### config.mk
export PLATFORM = sky130hd
export DESIGN_NAME = cycle_loss_detector
export DESIGN_NICKNAME = d
export VERILOG_FILES = /design/src/rtl/cld_pkg.sv /design/src/rtl/cld_seq.sv /design/src/rtl/cld_gate.sv /design/src/rtl/cycle_loss_detector.sv
export SDC_FILE = /design/constraint.sdc
export NUM_CORES = 1
export LEC_CHECK = 0
export ABC_AREA = 1
export CORE_AREA = 3 3 40 42
export DETAILED_ROUTE_END_ITERATION = 16
export DIE_AREA = 0 0 43 45
export SYNTH_ARGS = -nofsm -noshare
export SYNTH_HDL_FRONTEND = slang
export SYNTH_SLANG_ARGS = --single-unit
### constraint.sdc
create_clock -name clk -period 1.1 [get_ports clk]
set_input_delay 0.22 -clock clk [delete_from_list [all_inputs] [get_ports clk]]
set_output_delay 0.22 -clock clk [all_outputs]
set_load 0.02 [all_outputs]
### src/rtl/cld_pkg.sv
package cld_pkg;

    typedef enum logic [1:0] {
        ST_IDLE       = 2'd0,
        ST_WAIT_GAP   = 2'd1,
        ST_WAIT_START = 2'd2,
        ST_STARTED    = 2'd3
    } cld_state_e;

    typedef struct packed {
        cld_state_e state;
        logic       armed;
    } seq_regs_t;

    typedef struct packed {
        logic reported;
        logic lost;
    } gate_regs_t;

endpackage

### src/rtl/cld_seq.sv
module cld_seq
    import cld_pkg::*;
(
    input  logic       clk,
    input  logic       rst_n,
    input  logic       synch_i,
    input  logic       start_i,
    input  logic       subgap_i,
    input  logic       arbgap_i,
    input  logic       pkt_i,
    output cld_state_e state_o,
    output logic       armed_o,
    output logic       miss_o,
    output logic       pred_o
);

    seq_regs_t r_q, r_d;
    logic      miss_d, pred_d;

    always_comb begin
        r_d    = r_q;
        miss_d = 1'b0;
        pred_d = 1'b0;
        if (synch_i) begin
            // interval boundary: judge the interval that just closed
            miss_d    = r_q.armed && (r_q.state != ST_STARTED);
            r_d.armed = 1'b1;
            r_d.state = start_i ? ST_STARTED : ST_WAIT_GAP;
        end else if (start_i) begin
            r_d.state = ST_STARTED;
        end else begin
            unique case (r_q.state)
                ST_WAIT_GAP: begin
                    if (arbgap_i) begin
                        pred_d = 1'b1;
                    end else if (subgap_i) begin
                        r_d.state = ST_WAIT_START;
                    end
                end
                ST_WAIT_START: begin
                    if (subgap_i || arbgap_i || pkt_i) begin
                        pred_d = 1'b1;
                    end
                end
                default: ;
            endcase
        end
    end

    always_ff @(posedge clk or negedge rst_n) begin
        if (!rst_n) begin
            r_q <= '{state: ST_IDLE, armed: 1'b0};
        end else begin
            r_q <= r_d;
        end
    end

    assign state_o = r_q.state;
    assign armed_o = r_q.armed;
    assign miss_o  = miss_d;
    assign pred_o  = pred_d;

    // a start without a boundary always lands in the started state
    a_r4_start_moves: assert property (@(posedge clk) disable iff (!rst_n)
        (start_i && !synch_i) |=> (r_q.state == ST_STARTED));

    // a boundary always leaves the detector armed
    a_r2_synch_arms: assert property (@(posedge clk) disable iff (!rst_n)
        synch_i |=> r_q.armed);

    // once left, the idle state is never re-entered
    a_r10_no_return_idle: assert property (@(posedge clk) disable iff (!rst_n)
        (r_q.state != ST_IDLE) |=> (r_q.state != ST_IDLE));

endmodule

### src/rtl/cld_gate.sv
module cld_gate
    import cld_pkg::*;
#(
    parameter bit PREDICT_EN = 1'b1
) (
    input  logic clk,
    input  logic rst_n,
    input  logic synch_i,
    input  logic miss_i,
    input  logic pred_i,
    output logic lost_o
);

    gate_regs_t g_q, g_d;
    logic       pred_use;
    logic       fire;

    generate
        if (PREDICT_EN) begin : g_pred_on
            assign pred_use = pred_i;
        end else begin : g_pred_off
            assign pred_use = 1'b0;
        end
    endgenerate

    always_comb begin
        fire       = !g_q.reported && (miss_i || pred_use);
        g_d.lost   = fire;
        g_d.reported = synch_i ? 1'b0 : (g_q.reported || fire);
    end

    always_ff @(posedge clk or negedge rst_n) begin
        if (!rst_n) begin
            g_q <= '{reported: 1'b0, lost: 1'b0};
        end else begin
            g_q <= g_d;
        end
    end

    assign lost_o = g_q.lost;

    // once an interval has reported, nothing more comes out of it
    a_r7_once_per_interval: assert property (@(posedge clk) disable iff (!rst_n)
        (g_q.reported && !synch_i) |=> !g_q.lost);

endmodule

### src/rtl/cycle_loss_detector.sv
module cycle_loss_detector
    import cld_pkg::*;
#(
    parameter bit PREDICT_EN = 1'b1
) (
    input  logic clk,
    input  logic rst_n,
    input  logic synch_i,
    input  logic start_i,
    input  logic subgap_i,
    input  logic arbgap_i,
    input  logic pkt_i,
    output logic cycle_lost_o
);

    cld_state_e state;
    logic       armed;
    logic       miss;
    logic       pred;

    cld_seq u_seq (
        .clk      (clk),
        .rst_n    (rst_n),
        .synch_i  (synch_i),
        .start_i  (start_i),
        .subgap_i (subgap_i),
        .arbgap_i (arbgap_i),
        .pkt_i    (pkt_i),
        .state_o  (state),
        .armed_o  (armed),
        .miss_o   (miss),
        .pred_o   (pred)
    );

    cld_gate #(
        .PREDICT_EN (PREDICT_EN)
    ) u_gate (
        .clk     (clk),
        .rst_n   (rst_n),
        .synch_i (synch_i),
        .miss_i  (miss),
        .pred_i  (pred),
        .lost_o  (cycle_lost_o)
    );

    // a pulse is only possible once the detector is armed
    a_r1_needs_armed: assert property (@(posedge clk) disable iff (!rst_n)
        cycle_lost_o |-> armed);

    // the arming boundary never yields a pulse
    a_r2_arm_silent: assert property (@(posedge clk) disable iff (!rst_n)
        (synch_i && !armed) |=> !cycle_lost_o);

    // a started interval closes without a pulse
    a_r4_started_quiet: assert property (@(posedge clk) disable iff (!rst_n)
        (synch_i && state == ST_STARTED) |=> !cycle_lost_o);

    // a start outside a boundary suppresses any pulse
    a_r8_start_wins: assert property (@(posedge clk) disable iff (!rst_n)
        (start_i && !synch_i) |=> !cycle_lost_o);

    generate
        if (!PREDICT_EN) begin : g_chk_nopred
            // without prediction, pulses follow a boundary only
            a_r9_only_after_synch: assert property (@(posedge clk) disable iff (!rst_n)
                cycle_lost_o |-> $past(synch_i));
        end
    endgenerate

endmodule

== Yosys cells after proc, flatten, opt, wreduce, memory -nomap -nowiden ==
Cells that the tools add are included.
Cells by class
  eq/ne operators: 4
  muxes and demuxes: 13
  reduce and logical (&&, ||, !) cells: 10
Operators with widths (count)
  two-way mux 2 bit: 6
  two-way mux 1 bit: 6
  nonzero test 3 bit: 2
  logical OR 1 bit: 4
  != test 3 bit, second input constant: 1
  AND reduction 3 bit: 1
  == test 2 x 1 -> 1 bit, second input constant: 1
  == test 2 bit, second input constant: 1
  logical AND 1 bit: 2
  != test 2 bit, second input constant: 1
  case mux 1 bit (2 select lines): 1
  zero test 1 bit: 1
Storage, ports and cells
  register bits: 5
  logic and storage cells: 31

== Longest topological paths before layout ==
  word-level depth: 10
  mapped depth: 7
  gate-level depth less buffers: 7

== By module ==
A second synthesis with hierarchy kept.
Second synthesis, totals
  cell total of the unflattened synthesis: 35
  area, all modules: 280.3 um^2
By module, submodules not included
  cld_seq: instances 1, area each 207.7 um^2, cells an instance 29
  cld_gate: instances 1, area each 72.6 um^2, cells an instance 6

== Worst setup path before layout ==
Ideal clock, no wire load.
  path kind: flip-flop to flip-flop
  from: register u_seq.r_q, in the netlist u_seq.state_o[0]
  to: register u_gate.g_q, in the netlist u_gate.lost_o
  cell stages (with the launch flop): 8
  data required time: 1023 ps
  clock period less this slack: 1083 ps
  setup slack: 17 ps
  arrival time: 1006 ps
  path buffers: 0
  cells stage by stage: dfrtp_1 inv_1 ha_1 inv_1 o21ai_1 nor2_1 nand2_1 a21oi_1
Between the ends
  word-level cells in the longest chain between the ends: 6
  elaborated cells between the ends (all ways): 10
Ends and longest elaborated chain
  from (decl): line cld_seq.sv:17  | seq_regs_t r_q, r_d;
  from (signal assigned): line cld_seq.sv:52  | r_q <= '{state: ST_IDLE, armed: 1'b0};
  from (signal assigned): line cld_seq.sv:54  | r_q <= r_d;
  == test 2 bit / == test 2 x 1 -> 1 bit (equally long branches): line cld_seq.sv:32  | unique case (r_q.state)
  case mux 1 bit (2 select lines): line cld_seq.sv:32
  two-way mux 1 bit: line cld_seq.sv:29  | end else if (start_i) begin
  two-way mux 1 bit: line cld_seq.sv:24  | if (synch_i) begin
  logical OR 1 bit *: line cld_gate.sv:27  | fire = !g_q.reported && (miss_i || pred_use);
  logical AND 1 bit *: line cld_gate.sv:27
  via u_gate.fire: line cld_gate.sv:16  | logic fire;
  to (signal assigned): line cld_gate.sv:34  | g_q <= '{reported: 1'b0, lost: 1'b0};
  to (signal assigned): line cld_gate.sv:36  | g_q <= g_d;
  to (decl): line cld_gate.sv:14  | gate_regs_t g_q, g_d;
Mark *: on every way through the listed nets, which the timed path passes. The rest lies on a longest branch.
A chain may end at the register's enable or synchronous reset.

== Final worst setup path ==
Same ends and word-level chain as after synthesis.

==> impl_metrics.env <==
export IMPL_rsz0062_at_grt="true"
export IMPL_critPathBufInv=2
export IMPL_hold_buffers=0
export IMPL_ys_top_cells_by_count="inv_1 (6), nand2_1 (6), dfrtp_1 (5)"
export IMPL_dieArea_um2=1940
export IMPL_max_slew_margin_pct=83.6
export IMPL_first_iter_violations=1
export IMPL_synth_nets=42
export IMPL_synth_edff_count=0
export IMPL_netlist_area_leader_share_pct=46.9
export IMPL_core_area_um2=1280
export IMPL_clock_path_buffers=2
export IMPL_wl_per_cell_um=8.34
export IMPL_placed_cell_area_um2=378
export IMPL_critPathCaptureType="flop"
export IMPL_ys_seq_elements=5
export IMPL_drive_above_1_share_pct=38.8
export IMPL_yosysSeqAreaShare_pct=46.9
export IMPL_synthTopCellsByArea="dfrtp_1 (47%), ha_1 (14%), inv_1 (8.5%), nand2_1 (8.5%), nor2_1 (4.2%)"
export IMPL_max_freq_ghz=0.877
export IMPL_area_growth_pct=72.3
export IMPL_critPathMaxFanout=3
export IMPL_register_area_um2=125
export IMPL_final_max_slew_viol_count=0
export IMPL_cts_sinks=5
export IMPL_ant_nets=0
export IMPL_dieHeight_um=45
export IMPL_setup_tns_final_ps=-57.1
export IMPL_antenna_found_initial=0
export IMPL_violations="setup timing"
export IMPL_ir_worst_vdd_v=0.000723
export IMPL_grt_pass1_vias=227
export IMPL_dr_pass1_iters=2
export IMPL_worstMarginPinSlew_ps=245
export IMPL_port_buffers=7
export IMPL_finalCritPeriodShare_pct=104
export IMPL_synthesis_area_um2=267
export IMPL_track_usage_pct=7.21
export IMPL_routed_wl_um=534
export IMPL_fin_cells=64
export IMPL_gp_congestion=0.702
export IMPL_status="finished with violations"
export IMPL_utilization_pct=35.7
export IMPL_pin_count=8
export IMPL_synth_cell_types=12
export IMPL_cp_slowest_stage_delay_ps=400
export IMPL_cp_arrival_ps=1300
export IMPL_skew_ps=3.16
export IMPL_clk_pin_slew_ps=40
export IMPL_start_util_pct=20.7
export IMPL_drv_cap=0
export IMPL_r2r_cells=7
export IMPL_layout_nets=60
export IMPL_grt_first_pass_wirelength_um=924
export IMPL_num_vias=241
export IMPL_synthCells=32
export IMPL_finalHoldViolations=0
export IMPL_fillers=126
export IMPL_crit_slowest_cell="dfrtp_1"
export IMPL_h_tree_depth=1
export IMPL_clk_latency_ps=240
export IMPL_root_buffer="clkbuf_4"
export IMPL_async_flop_share_pct=100
export IMPL_power_density_nw_per_um2=1060
export IMPL_setup_viol=2
export IMPL_power_mw=0.485
export IMPL_synthFlopType="dfrtp_1"
export IMPL_path_delay_family="flip-flops"
export IMPL_row_count=13
export IMPL_crit_chain="inv_2 -> ha_4 -> inv_2 -> o21ai_1 -> nor2_1 -> nand2_1 -> a21oi_1"
export IMPL_finalCriticalPeriod_ps=1140
export IMPL_cts_inserted_buffers=3
export IMPL_design_area_um2=459
export IMPL_via_per_inst=3.77
export IMPL_setup_slack_ps=-40.7
export IMPL_drc_errors=0
export IMPL_dp_cells=57
export IMPL_yosys_warnings=0
export IMPL_critPathLaunchType="flop"
export IMPL_cts_tree="done"
export IMPL_critical_path_required_ps=1260
export IMPL_grt_max_degree=6
export IMPL_dp_hpwl_um=389
export IMPL_hp_class="input pin to asynchronous set/reset pin"
export IMPL_path_depth=7
export IMPL_path_class="flop to flop"
export IMPL_gr_total_overflow=0
export IMPL_yosysTopAreaCell="dfrtp_1"
export IMPL_multi_input_area_um2=141
export IMPL_syn_avg_cell_area_um2=8.33
export IMPL_critPathMostFrequentCell="inv_2"
export IMPL_leakagePower_nw=0.224
export IMPL_die_x_um=43
export IMPL_diodes=0
-- final timing paths --
check	start	endpoint	slack (ps)
setup / recovery	u_seq.state_o[0]	u_gate.lost_o	-40
hold / removal	rst_n	u_gate.g_q[1]	210
setup reg to reg	u_seq.state_o[0]	u_gate.lost_o	-40
hold reg to reg	u_gate.g_q[1]	u_gate.lost_o	420
max in group asynchronous	rst_n	u_seq.armed_o	690
min in group clk	u_gate.g_q[1]	u_gate.lost_o	420
-- sequential cells by signal, indices dropped and copies added, names as in the netlist --
name,count
u_seq.state_o,2
u_seq.armed_o,1
u_gate.g_q,1
u_gate.lost_o,1
-- layout make-up --
class                      instances  area share, %
multi-input combinational         19           30.8
sequential                         5           27.2
timing repair buffer              13           25.3
inverter                           8           6.81
clock buffer                       4           5.72
tap                               15           4.09
-- per-layer routing --
layer	track usage (%)	wire length, um
met4	3.61	0
met5	0	0
met3	6.37	44
met2	10.2	258
met1	7.37	231
-- placed cells by master (no fill, tap or decap), types with 2 or more instances in the layout --
master	count
nor2_1	2
inv_2	3
o21ai_1	2
ha_4	2
clkbuf_4	3
inv_1	4
dfrtp_1	5
nand2_1	6
buf_4	6
clkdlybuf4s50_1	6
-- logic make-up (layout without fill, tap and decap cells) --
kind of cell | Yosys count | after routing | synth area share [%]
buffers and inverters | 8 | 25 | 11.7
adders and majority gates | 3 | 3 | 14.1
AOI/OAI and AO/OA | 6 | 6 | 12.2
and+or+nand+nor | 10 | 10 | 15.0
DFF | 5 | 5 | 46.9
-- report_power, final --
part           switching [mW]  internal [mW]  leakage (nW)
logic                  0.0344         0.0465         0.154
registers             0.00497          0.191        0.0555
clock network          0.0710          0.137        0.0150
total                   0.110          0.374         0.224
-- through the flow --
stage | setup slack (ps) | hold WS (ps)
floorplan | 16.9 | -75.6
global placement | -65.8 | 412
detailed placement | -80.4 | 416
CTS | -49.0 | 211
global route | -103 | 216
finish | -40.7 | 209
-- timing repair --
item | CTS | global route
pin swaps | 6 | 4
gates resized for setup | 8 | 2
endpoints found under the setup margin | 3 | 4
setup buffers | 3 | 0
(Power assumes the default switching activity.)
